==> config.mk <==
export PLATFORM = sky130hd
export DESIGN_NAME = gpib_listen_hs
export DESIGN_NICKNAME = d
export VERILOG_FILES = /design/src/rtl/gpib_lhs_pkg.sv /design/src/rtl/lhs_sync.sv /design/src/rtl/lhs_wait_timer.sv /design/src/rtl/lhs_ctrl.sv /design/src/rtl/gpib_listen_hs.sv
export SDC_FILE = /design/constraint.sdc
export NUM_CORES = 1
export LEC_CHECK = 0
export BUFFER_PORTS_ARGS = -buffer_cell sky130_fd_sc_hd__buf_2
export CORE_MARGIN = 2
export CORE_UTILIZATION = 38
export DETAILED_ROUTE_END_ITERATION = 10
export PLACE_DENSITY = 0.6
export RECOVER_POWER = 25
export SYNTH_ARGS = -nofsm -noshare
export SYNTH_HDL_FRONTEND = slang
export SYNTH_HIERARCHICAL = 1
export SYNTH_SLANG_ARGS = --single-unit
==> constraint.sdc <==
create_clock -name clk -period 3 [get_ports clk]
set_input_delay 0.3 -clock clk [delete_from_list [all_inputs] [get_ports clk]]
set_output_delay 0.3 -clock clk [all_outputs]
set_load 0.01 [all_outputs]
==> src/rtl/gpib_lhs_pkg.sv <==
package gpib_lhs_pkg;

    typedef enum logic [2:0] {
        ST_IDLE    = 3'd0,
        ST_READY   = 3'd1,
        ST_BUSY    = 3'd2,
        ST_RELEASE = 3'd3,
        ST_WAIT_HI = 3'd4,
        ST_ABORT   = 3'd5
    } lhs_state_e;

    typedef enum logic [1:0] {
        ABORT_NONE = 2'd0,
        ABORT_IFC  = 2'd1,
        ABORT_ATN  = 2'd2,
        ABORT_TIME = 2'd3
    } lhs_abort_e;

endpackage

==> src/rtl/lhs_sync.sv <==
module lhs_sync #(
    parameter int              WIDTH   = 4,
    parameter int              STAGES  = 2,
    parameter logic [WIDTH-1:0] RST_VAL = '1
) (
    input  logic             clk,
    input  logic             rst_n,
    input  logic [WIDTH-1:0] d,
    output logic [WIDTH-1:0] q
);
    logic [STAGES-1:0][WIDTH-1:0] chain_q;

    always_ff @(posedge clk or negedge rst_n) begin
        if (!rst_n) begin
            for (int i = 0; i < STAGES; i++) chain_q[i] <= RST_VAL;
        end else begin
            chain_q[0] <= d;
            for (int i = 1; i < STAGES; i++) chain_q[i] <= chain_q[i-1];
        end
    end

    assign q = chain_q[STAGES-1];
endmodule

==> src/rtl/lhs_wait_timer.sv <==
module lhs_wait_timer #(
    parameter int CNT_W = 16
) (
    input  logic             clk,
    input  logic             rst_n,
    input  logic             run,
    input  logic             hold,
    input  logic [CNT_W-1:0] lim,
    output logic             expired
);
    logic [CNT_W-1:0] cnt_q;

    always_ff @(posedge clk or negedge rst_n) begin
        if (!rst_n)            cnt_q <= '0;
        else if (run && hold)  cnt_q <= cnt_q + CNT_W'(1);
        else                   cnt_q <= '0;
    end

    assign expired = run && (lim != '0) && (cnt_q == lim - CNT_W'(1));
endmodule

==> src/rtl/lhs_ctrl.sv <==
module lhs_ctrl
    import gpib_lhs_pkg::*;
#(
    parameter int DATA_W = 8
) (
    input  logic              clk,
    input  logic              rst_n,
    input  logic              listen_en,
    input  logic              cmd_mode,
    input  logic              eoi_cap_en,
    input  logic              dav_s,
    input  logic              eoi_s,
    input  logic              atn_s,
    input  logic              ifc_s,
    input  logic [DATA_W-1:0] dio_n,
    input  logic              tmo_expired,
    output logic              wait_run,
    output logic              wait_hold,
    output logic              nrfd_n,
    output logic              ndac_n,
    output logic [DATA_W-1:0] rx_byte,
    output logic              rx_eoi,
    output logic              rx_valid,
    output logic              abort_valid,
    output logic [1:0]        abort_code
);
    lhs_state_e  state_q, state_d;
    lhs_abort_e  cause_d, cause_q;
    logic        active;

    // state register
    always_ff @(posedge clk or negedge rst_n) begin
        if (!rst_n) state_q <= ST_IDLE;
        else        state_q <= state_d;
    end

    // next state and abort cause
    always_comb begin
        state_d = state_q;
        cause_d = ABORT_NONE;
        active  = (state_q == ST_READY) || (state_q == ST_BUSY) ||
                  (state_q == ST_RELEASE) || (state_q == ST_WAIT_HI);
        if (active && !ifc_s) begin
            state_d = ST_ABORT;
            cause_d = ABORT_IFC;
        end else if (active && cmd_mode && atn_s) begin
            state_d = ST_ABORT;
            cause_d = ABORT_ATN;
        end else begin
            unique case (state_q)
                ST_IDLE:    if (listen_en) state_d = ST_READY;
                ST_READY: begin
                    if (!dav_s) state_d = ST_BUSY;
                    else if (tmo_expired) begin
                        state_d = ST_ABORT;
                        cause_d = ABORT_TIME;
                    end
                end
                ST_BUSY:    state_d = ST_RELEASE;
                ST_RELEASE: state_d = ST_WAIT_HI;
                ST_WAIT_HI: begin
                    if (dav_s) state_d = ST_IDLE;
                    else if (tmo_expired) begin
                        state_d = ST_ABORT;
                        cause_d = ABORT_TIME;
                    end
                end
                ST_ABORT:   state_d = ST_IDLE;
                default:    state_d = ST_IDLE;
            endcase
        end
    end

    // Moore outputs
    always_comb begin
        nrfd_n      = 1'b0;
        ndac_n      = 1'b0;
        rx_valid    = 1'b0;
        abort_valid = 1'b0;
        unique case (state_q)
            ST_IDLE:    ;
            ST_READY:   nrfd_n = 1'b1;
            ST_BUSY:    ;
            ST_RELEASE: begin
                ndac_n   = 1'b1;
                rx_valid = 1'b1;
            end
            ST_WAIT_HI: ndac_n = 1'b1;
            ST_ABORT:   abort_valid = 1'b1;
            default:    ;
        endcase
    end

    assign wait_run  = (state_q == ST_READY) || (state_q == ST_WAIT_HI);
    assign wait_hold = (state_d == state_q);

    // byte capture and abort cause hold
    always_ff @(posedge clk or negedge rst_n) begin
        if (!rst_n) begin
            rx_byte <= '0;
            rx_eoi  <= 1'b0;
            cause_q <= ABORT_NONE;
        end else begin
            if (state_q == ST_BUSY) begin
                rx_byte <= ~dio_n;
                rx_eoi  <= eoi_cap_en & ~eoi_s;
            end
            if (state_d == ST_ABORT && state_q != ST_ABORT) cause_q <= cause_d;
        end
    end

    assign abort_code = cause_q;
endmodule

==> src/rtl/gpib_listen_hs.sv <==
module gpib_listen_hs #(
    parameter int DATA_W      = 8,
    parameter int CNT_W       = 16,
    parameter int SYNC_STAGES = 2
) (
    input  logic              clk,
    input  logic              rst_n,
    input  logic              listen_en,
    input  logic              cmd_mode,
    input  logic              eoi_cap_en,
    input  logic [CNT_W-1:0]  timeout_lim,
    input  logic              dav_n,
    input  logic              eoi_n,
    input  logic              atn_n,
    input  logic              ifc_n,
    input  logic [DATA_W-1:0] dio_n,
    output logic              nrfd_n,
    output logic              ndac_n,
    output logic [DATA_W-1:0] rx_byte,
    output logic              rx_eoi,
    output logic              rx_valid,
    output logic              abort_valid,
    output logic [1:0]        abort_code
);
    localparam int LINES = 4;

    logic [LINES-1:0] lines_s;
    logic             tmo_expired, wait_run, wait_hold;

    lhs_sync #(.WIDTH(LINES), .STAGES(SYNC_STAGES), .RST_VAL('1)) u_sync (
        .clk   (clk),
        .rst_n (rst_n),
        .d     ({dav_n, eoi_n, atn_n, ifc_n}),
        .q     (lines_s)
    );

    lhs_wait_timer #(.CNT_W(CNT_W)) u_timer (
        .clk     (clk),
        .rst_n   (rst_n),
        .run     (wait_run),
        .hold    (wait_hold),
        .lim     (timeout_lim),
        .expired (tmo_expired)
    );

    lhs_ctrl #(.DATA_W(DATA_W)) u_ctrl (
        .clk         (clk),
        .rst_n       (rst_n),
        .listen_en   (listen_en),
        .cmd_mode    (cmd_mode),
        .eoi_cap_en  (eoi_cap_en),
        .dav_s       (lines_s[3]),
        .eoi_s       (lines_s[2]),
        .atn_s       (lines_s[1]),
        .ifc_s       (lines_s[0]),
        .dio_n       (dio_n),
        .tmo_expired (tmo_expired),
        .wait_run    (wait_run),
        .wait_hold   (wait_hold),
        .nrfd_n      (nrfd_n),
        .ndac_n      (ndac_n),
        .rx_byte     (rx_byte),
        .rx_eoi      (rx_eoi),
        .rx_valid    (rx_valid),
        .abort_valid (abort_valid),
        .abort_code  (abort_code)
    );
endmodule

==> flow_summary.json, run 1 <==
{
  "clockPowerShare_pct": 21.0,
  "seqPwrFrac_pct": 42.9,
  "p_int_w": 0.00109,
  "ys_ff_latch": 38,
  "syn_nets": 287,
  "clock.fmax_mhz": 368,
  "drc": 0,
  "required_ns": 3.16,
  "diodes": 0,
  "nNetsFinal": 335,
  "synth.avg_cell_area_um2": 9.29,
  "grt_max_degree": 39,
  "setup_tns_ns": 0,
  "drtPass1Iterations": 4,
  "initialDrtViolationCount": 74,
  "violations": "max-capacitance violations, max-slew violations",
  "grt_usage_pct": 14.9,
  "start_util_pct": 39.4,
  "synthMuxAreaShare_pct": 0,
  "finalSetupViolCount": 0,
  "ctsHoldBuffers": 0,
  "core_area_mm2": 0.00592,
  "rows": 28,
  "outcome": "finished with violations",
  "slew_headroom_pct": -33.5,
  "worst_clock_skew_ns": 0.00330,
  "dp_cells": 367,
  "hold_violations": 0,
  "netlist_instances": 251,
  "wire_per_inst_um": 12.6,
  "antenna_found_initial": 0,
  "wirelength_um": 4740,
  "synth_edf_count": 0,
  "hold_class": "in -> reg",
  "p_per_area_mw_per_mm2": 615,
  "grt_overflow": 0,
  "cts_tree": "built",
  "die_h_um": 82.3,
  "htreeDepth": 2,
  "ys_seq_area_share_pct": 41.2,
  "tightest_slew_ns": 2.00,
  "crit_fanout": 15,
  "grt_pass1_wl_um": 7820,
  "drv_cap": 1,
  "critPathKind": "in -> reg",
  "vias": 1902,
  "arrival_ns": 2.88,
  "clock-sinks": 38,
  "drive_gt1_share_pct": 30.3,
  "gp_congestion": 0.793,
  "power_frac_comb_pct": 36.2,
  "post-place-ws_ns": 0.0206,
  "die-area_mm2": 0.00678,
  "clk_latency_ns": 0.28,
  "clk_pin_slew_ns": 0.07,
  "post_cts_resized": 0,
  "synth_top_family_by_area": "simple AND/OR/NAND/NOR gates",
  "drv_slew": 39,
  "leakage_nw": 1.13,
  "rsz0062_at_grt": "no",
  "async_flop_share_pct": 100,
  "synthDistinctLibCells": 58,
  "port_buffers": 47,
  "synth_xor_area_share_pct": 10.5,
  "fin_crit_ns": 2.71,
  "layout.cells.non_filler": 375,
  "cp-end-kind": "register",
  "cp-start-kind": "input pin",
  "drtAntennaViolNets": 0,
  "period_share_pct": 90.5,
  "postCtsSetupRepairBufs": 0,
  "switching_share_pct": 35.0,
  "cts_buffer_depth": 2,
  "vias_per_cell": 5.07,
  "holdWs_ns": 0.116,
  "syn2layout_area_growth_pct": 16.6,
  "synthSimpleGateAreaFrac_pct": 27.5,
  "final_common_cell": "buf_2",
  "die_w_um": 82.3,
  "yosysWarnings": 6,
  "root_buffer": "clkbuf_8",
  "ys.flop_type": "dfrtp_1",
  "synth_compound_area_share_pct": 14.1,
  "grt_pass1_vias": 1667,
  "layout_common_cells": "buf_2, dfrtp_1, nor2_1, nand2_1",
  "io_pins": 48,
  "synthAdderAreaFrac_pct": 1.61,
  "p_switching_w": 0.000586,
  "ir_drop_uv": 354,
  "dp_hpwl_um": 3600,
  "synth_area_mm2": 0.00233,
  "cts_made_buffers": 5,
  "worst_slack_ns": 0.286
}
[cell families after synthesis]
family	after synthesis
compound gates	45
xor+xnor	28
fa+ha+maj	3
buf+inv	20
flops	38
simple gates	117
[sequential cells by signal, indices dropped and copies added (netlist names)]
| name | cells |
|---|---|
| u_ctrl/abort_code | 2 |
| u_ctrl/rx_byte | 8 |
| u_ctrl/rx_eoi | 1 |
| u_ctrl/state_q | 3 |
| u_sync/chain_q | 4 |
| u_sync/q | 4 |
| u_timer/cnt_q | 16 |
[metrics by stage]
| stage | total power, W | cell area [µm²] | utilization, % |
|---|---|---|---|
| global placement | 0.00133 | 2630 | 44.4 |
| finish | 0.00167 | 2720 | 45.9 |
| CTS | 0.00170 | 2720 | 45.9 |
| global route | 0.00181 | 2720 | 45.9 |
| floorplan | 0.00113 | 2330 | - |
| detailed placement | 0.00134 | 2630 | 44.4 |
[final timing paths]
path	startpoint	to	slack, ns	cells after the start
worst max-delay path	timeout_lim[2]	u_timer/cnt_q[15]	0.29	12
worst min-delay path	eoi_n	u_sync/chain_q[2]	0.12	1
worst max register to register	u_ctrl/state_q[2]	u_timer/cnt_q[15]	0.32	11
worst min register to register	u_sync/chain_q[2]	u_sync/q[2]	0.35	0
max in group asynchronous	rst_n	u_ctrl/abort_code[1]	1.27	1
min in group asynchronous	rst_n	u_timer/cnt_q[3]	0.58	1
[critical path: stages]
cell and delay (ns):
buf_2 0.13, nor3_1 0.42, nand2_1 0.17, or4_1 0.52, a22o_1 0.21, nand4b_1 0.19, a211oi_2 0.33, a2111o_1 0.22
o21ai_1 0.09, nand2_1 0.11, buf_12 0.15, a21oi_1 0.05
[cell type report]
| class | count | area, µm² |
|---|---|---|
| repair buffers | 53 | 292 |
| clock buffers | 8 | 90.1 |
| well taps | 75 | 93.8 |
| fillers | 598 | 3200 |
| inverters | 8 | 30.0 |
| flip-flops and latches | 38 | 961 |
| multi-input cells | 193 | 1250 |
[cells in the mapped netlist (2+ instances only)]
library cell | number | area [µm²]
nand2_2 | 2 | 12.5
nor2b_1 | 3 | 18.8
xnor2_1 | 14 | 123
nor2_1 | 26 | 97.6
o21ai_0 | 8 | 40.0
clkbuf_1 | 3 | 11.3
and3_1 | 4 | 25.0
xor2_1 | 14 | 123
dfstp_2 | 8 | 210
inv_1 | 7 | 26.3
nor3b_1 | 2 | 15.0
o21ai_2 | 9 | 78.8
nand2_1 | 23 | 86.3
buf_4 | 4 | 30.0
a21oi_1 | 8 | 40.0
nand3b_1 | 2 | 15.0
nand4_1 | 4 | 25.0
dfrtp_1 | 30 | 751
buf_6 | 3 | 33.8
o211ai_1 | 2 | 15.0
nand3_1 | 11 | 55.1
nand2b_1 | 5 | 31.3
ha_1 | 3 | 37.5
o31ai_1 | 3 | 22.5
or3_1 | 8 | 50.1
or2_2 | 3 | 18.8
nor3_1 | 10 | 50.1
nor4_1 | 2 | 12.5
[power by group through the flow]
stage | clock (W) | sequential, W | combinational [W]
2_1_floorplan | 0 | 0.000722 | 0.000408
3_3_place_gp | 0 | 0.000723 | 0.000604
3_5_place_dp | 0 | 0.000729 | 0.000613
4_1_cts | 0.000367 | 0.000719 | 0.000615
5_1_grt | 0.000391 | 0.000740 | 0.000681
6_report | 0.000350 | 0.000717 | 0.000605
[metal layers]
layer | vias to the layer above | wire (µm) | global-route usage [%]
li1 | 973 | - | -
met1 | 889 | 2290 | 20.2
met2 | 38 | 2220 | 23.8
met3 | 2 | 207 | 3.70
met4 | 0 | 17 | 3.50
met5 | - | 0 | 0
No activity file was read; power rests on OpenSTA's default activity.
==> inputs of run 2 (changes only) <==
--- a/config.mk
+++ b/config.mk
@@ -7,9 +7,9 @@
 export LEC_CHECK = 0
 export BUFFER_PORTS_ARGS = -buffer_cell sky130_fd_sc_hd__buf_2
 export CORE_MARGIN = 2
-export CORE_UTILIZATION = 38
+export CORE_UTILIZATION = 55
 export DETAILED_ROUTE_END_ITERATION = 10
-export PLACE_DENSITY = 0.6
+export PLACE_DENSITY = 0.81
 export RECOVER_POWER = 25
 export SYNTH_ARGS = -nofsm -noshare
 export SYNTH_HDL_FRONTEND = slang
==> run 2 against run 1 <==
Compared with the run above:
- the run still ends with max-capacitance violations, max-slew violations left
- first-iteration DRC count up 32%
- global-route usage up 7.0 points
- critical path depth shrank 1
- clock power is 54% higher
- hold slack lost 0.019 ns
- maximum frequency increased by 2.4%
- sequential power is 0.6% higher
- non-clock buffer count grew 1
- largest power group unchanged
==> flow_summary.json, run 2 (synthesized netlist as in run 1, its figures left out) <==
{
  "grt_pass1_wl_um": 8490,
  "cp-end-kind": "register",
  "p_per_area_mw_per_mm2": 680,
  "dp_hpwl_um": 3610,
  "cp-start-kind": "register",
  "violations": "max-capacitance violations, max-slew violations",
  "cts_tree": "built",
  "antenna_found_initial": 0,
  "nFillCells": 320,
  "nNetsFinal": 336,
  "leakage_nw": 1.16,
  "root_buffer": "clkbuf_8",
  "drtAntennaViolNets": 0,
  "grt_pass1_vias": 1944,
  "r2r_setup_slack_ns": 0.35,
  "core_area_mm2": 0.00403,
  "period_share_pct": 88.3,
  "worst_clock_skew_ns": 0.00740,
  "final_common_cell": "buf_2",
  "grt_overflow": 0,
  "grt_max_degree": 39,
  "grt_usage_pct": 21.8,
  "path_cells": "or2b_4 > a21oi_1 > nand4_1 > a2111oi_2 > nand4b_1 > a211oi_2 > a2111o_1 > o21ai_1 > nand2_1 > buf_12 > a21oi_1",
  "drv_cap": 1,
  "r2r_end": "u_timer/cnt_q[15]",
  "gp_congestion": 0.837,
  "clock.fmax_mhz": 377,
  "rr_worst_depth": 11,
  "setup_tns_ns": 0,
  "fin_crit_ns": 2.65,
  "die-area_mm2": 0.00477,
  "endpoint": "u_timer/cnt_q[15]",
  "ctsHoldBuffers": 0,
  "post_cts_resized": 0,
  "io_pins": 48,
  "vias_per_cell": 5.62,
  "htreeDepth": 2,
  "required_ns": 3.18,
  "slew_headroom_pct": -24.5,
  "start_util_pct": 57.9,
  "cp.buffers_inverters": 1,
  "die_w_um": 69.1,
  "drc": 0,
  "rsz0062_at_grt": "no",
  "initialDrtViolationCount": 98,
  "min_from": "eoi_n",
  "tightest_slew_ns": 1.87,
  "critPathKind": "reg -> reg",
  "vias": 1974,
  "cts_made_buffers": 5,
  "path_delay_family": "compound AO/OA/AOI/OAI gates",
  "postCtsSetupRepairBufs": 0,
  "diodes": 0,
  "rows": 23,
  "arrival_ns": 2.83,
  "syn2layout_area_growth_pct": 17.9,
  "top_register": "u_timer/cnt_q",
  "hold_depth": 1,
  "clk_latency_ns": 0.30,
  "reg2reg_from": "u_ctrl/state_q[2]",
  "drv_slew": 39,
  "finalSetupViolCount": 0,
  "clock-sinks": 38,
  "outcome": "finished with violations",
  "utilization_pct": 68.2,
  "critPathSlowestCell": "dfrtp_1",
  "largest_registers": "u_timer/cnt_q x16, u_ctrl/rx_byte x8",
  "cp_slowest_stage_delay_ns": 0.50,
  "port_buffers": 47,
  "worst-path-stages": 11,
  "largest_register_ffs": 16,
  "cpMostUsedCell": "a21oi_1",
  "wire_per_inst_um": 13.7,
  "wirelength_um": 4790,
  "crit_fanout": 15,
  "hold_violations": 0,
  "ir_drop_uv": 552,
  "clk_pin_slew_ns": 0.08,
  "drtPass1Iterations": 4,
  "setup.worst_path.start": "u_ctrl/state_q[2]",
  "layout_common_cells": "buf_2, dfrtp_1, nor2_1, nand2_1",
  "drive_gt1_share_pct": 31.2,
  "cts_buffer_depth": 2,
  "die_h_um": 69.1,
  "hold_class": "in -> reg"
}
-- run 2: changes by cell type in the layout (fill, tap and decap cells not counted), sizes merged --
cell | previous run | this run
clkbuf | 9 | 7
bufinv | 0 | 2
buf | 52 | 53
-- run 2: final cells by class --
| class | count | area, µm² | area share (%) |
|---|---|---|---|
| flip-flops and latches | 38 | 961 | 35.0 |
| multi-input cells | 193 | 1250 | 45.6 |
| repair buffers | 54 | 299 | 10.9 |
| clock inverters | 2 | 60.1 | 2.19 |
| clock buffers | 6 | 82.6 | 3.01 |
| well taps | 50 | 62.6 | 2.28 |
| inverters | 8 | 30.0 | 1.09 |
-- run 2: metal layers --
| metal | up-vias | global-route usage [%] | wire length, µm |
|---|---|---|---|
| met3 | 7 | 5.99 | 297 |
| met4 | 0 | 7.19 | 73 |
| li1 | 974 | - | - |
| met5 | - | 0 | 0 |
| met1 | 936 | 27.4 | 2070 |
| met2 | 57 | 36.5 | 2360 |
-- run 2: how the worst min path moves through the flow --
stage,endpoint,slack [ns]
2_1_floorplan,u_ctrl/abort_code[0],0.004
3_3_place_gp,u_sync/q[0],0.35
3_5_place_dp,u_sync/q[2],0.35
4_1_cts,u_sync/chain_q[3],0.09
5_1_grt,u_sync/chain_q[0],0.08
6_report,u_sync/chain_q[2],0.1
-- run 2: report_power, final --
group	total [W]	internal (W)	switching [W]	leakage, nW
sequential	0.000721	0.000619	0.000101	0.475
combinational	0.000611	0.000279	0.000332	0.617
clock	0.000538	0.000355	0.000183	0.0714
-- run 2: metrics by stage --
stage	hold slack [ns]	instance area, µm²	setup WS, ns	power, W	std cells
after floorplan	0.00441	2330	0.188	0.00113	251
after global placement	0.346	2610	0.134	0.00132	343
final	0.0978	2750	0.350	0.00187	351
after detailed placement	0.347	2610	0.0819	0.00134	343
after CTS	0.0936	2750	0.342	0.00188	351
after global routing	0.0848	2750	0.143	0.00198	351
==> inputs of run 3 (changes only) <==
--- a/config.mk
+++ b/config.mk
@@ -6,11 +6,12 @@
 export NUM_CORES = 1
 export LEC_CHECK = 0
 export BUFFER_PORTS_ARGS = -buffer_cell sky130_fd_sc_hd__buf_2
+export CORE_ASPECT_RATIO = 1.5
 export CORE_MARGIN = 2
 export CORE_UTILIZATION = 55
 export DETAILED_ROUTE_END_ITERATION = 10
 export PLACE_DENSITY = 0.81
-export RECOVER_POWER = 25
+export RECOVER_POWER = 100
 export SYNTH_ARGS = -nofsm -noshare
 export SYNTH_HDL_FRONTEND = slang
 export SYNTH_HIERARCHICAL = 1
==> run 3 against run 2 <==
Compared with the run above:
- the run still ends with max-capacitance violations, max-slew violations left
- wire length rose by 4.9%
- clock skew grew 0.00060 ns
- sequential cell count stayed put
- maximum frequency shrank 2.1%
- critical path type is now in -> reg
- largest cell class unchanged
- critical path depth increased by 1
- highest routed layer unchanged
==> flow_summary.json, run 3 (synthesized netlist as in run 1, its figures left out) <==
{
  "clk_pin_slew_ns": 0.07,
  "syn2layout_area_growth_pct": 12.2,
  "drv_slew": 39,
  "holdWs_ns": 0.105,
  "cp-end-kind": "register",
  "cp-start-kind": "input pin",
  "outcome": "finished with violations",
  "reg2reg_from": "u_ctrl/state_q[2]",
  "clock-sinks": 38,
  "setup_tns_ns": 0,
  "vias_per_cell": 5.74,
  "die_w_um": 57.2,
  "layout_common_cells": "buf_2, dfrtp_1, nor2_1, nand2_1, o21ai_0",
  "cts_buffer_depth": 2,
  "cts_tree": "built",
  "wire_per_inst_um": 14.6,
  "setup.worst_path.start": "timeout_lim[7]",
  "leakage_nw": 1.07,
  "ctsHoldBuffers": 0,
  "critPathKind": "in -> reg",
  "grt_usage_pct": 22.4,
  "drtAntennaViolNets": 0,
  "worst_clock_skew_ns": 0.00800,
  "drtPass1Iterations": 4,
  "cpMostUsedCell": "nand2_1",
  "top_register": "u_timer/cnt_q",
  "postCtsSetupRepairBufs": 0,
  "root_buffer": "clkbuf_8",
  "die-area_mm2": 0.00479,
  "vias": 1979,
  "hold_depth": 1,
  "rr_worst_depth": 11,
  "final_common_cell": "buf_2",
  "nNetsFinal": 334,
  "nFillCells": 385,
  "cp_slowest_stage_delay_ns": 0.50,
  "antenna_found_initial": 0,
  "grt_overflow": 0,
  "ir_drop_uv": 606,
  "slew_headroom_pct": -31.8,
  "hold_violations": 0,
  "grt_max_degree": 39,
  "finalSetupViolCount": 0,
  "drive_gt1_share_pct": 22.7,
  "core_area_mm2": 0.00414,
  "fin_crit_ns": 2.71,
  "post_cts_resized": 0,
  "cts_made_buffers": 5,
  "wirelength_um": 5030,
  "clk_latency_ns": 0.29,
  "tightest_slew_ns": 1.98,
  "critPathSlowestCell": "or4_1",
  "largest_registers": "u_timer/cnt_q x16, u_ctrl/rx_byte x8",
  "port_buffers": 47,
  "grt_pass1_wl_um": 8430,
  "violations": "max-capacitance violations, max-slew violations",
  "rsz0062_at_grt": "no",
  "hold_class": "in -> reg",
  "diodes": 0,
  "drc": 0,
  "rows": 29,
  "period_share_pct": 90.3,
  "required_ns": 3.16,
  "die_h_um": 83.7,
  "io_pins": 48,
  "htreeDepth": 2,
  "crit_fanout": 15,
  "start_util_pct": 56.4,
  "clock.fmax_mhz": 369,
  "arrival_ns": 2.87,
  "drv_cap": 1,
  "dp_hpwl_um": 3880,
  "p_per_area_mw_per_mm2": 608,
  "place_area_mm2": 0.00259,
  "largest_register_ffs": 16,
  "min_from": "eoi_n",
  "grt_pass1_vias": 1930,
  "initialDrtViolationCount": 47,
  "stdcell_area_mm2": 0.00262,
  "gp_congestion": 0.879,
  "path_cells": "buf_2 > nor4_1 > nand2_1 > or4_1 > a22o_1 > nand4b_1 > a211oi_2 > a2111o_1 > o21ai_0 > nand2_1 > buf_12 > a21oi_1"
}
run 3: changes by cell type in the layout (fill, tap and decap cells not counted), sizes merged:
cell / before / now
bufinv: 2 / 0
clkbuf: 7 / 20
buf: 53 / 38
clkinv: 0 / 2
run 3: stage by stage:
stage	worst slack, ns	util, %	total power, W	std cells
after CTS	0.356	64.5	0.00167	345
after floorplan	0.188	-	0.00113	251
after detailed placement	0.0406	62.5	0.00134	337
after global placement	0.133	62.5	0.00131	337
final	0.292	63.2	0.00159	345
after global routing	0.0594	63.2	0.00170	345
run 3: power breakdown:
part           switching (W)  total [W]  internal (W)
clock network       0.000171   0.000332      0.000161
registers          0.0000947   0.000714      0.000620
logic               0.000313   0.000543      0.000231
run 3: worst max-delay path: cells and delay by family:
family,cells,cell delay (ns)
AOI/OAI and AO/OA,5,0.83
buffers and inverters,2,0.29
and+or+nand+nor,5,1.43
run 3: area by class of cell:
class,count,area (µm²),area share (%)
Tap cell,46,57.6,2.20
Timing Repair Buffer,52,268,10.2
Clock buffer,6,72.6,2.78
Clock inverter,2,10.0,0.383
Inverter,8,30.0,1.15
Multi-Input combinational cell,193,1220,46.5
Sequential cell,38,961,36.7
run 3: final timing paths:
kind,to,slack [ns]
max in group asynchronous,u_timer/cnt_q[8],1.30
worst max register to register,u_timer/cnt_q[8],0.30
worst min-delay path,u_sync/chain_q[2],0.10
min in group asynchronous,u_ctrl/rx_byte[7],0.57
worst max-delay path,u_timer/cnt_q[8],0.29
worst min register to register,u_sync/q[1],0.36
run 3: routing by layer:
metal	vias up	GRT usage, %	share of wire, %	routed length, µm
li1	971	-	-	-
met1	952	24.6	39	1950
met2	40	39.8	55	2760
met3	16	4.81	2.9	144
met4	0	10.4	3.3	168
met5	-	0	0	0
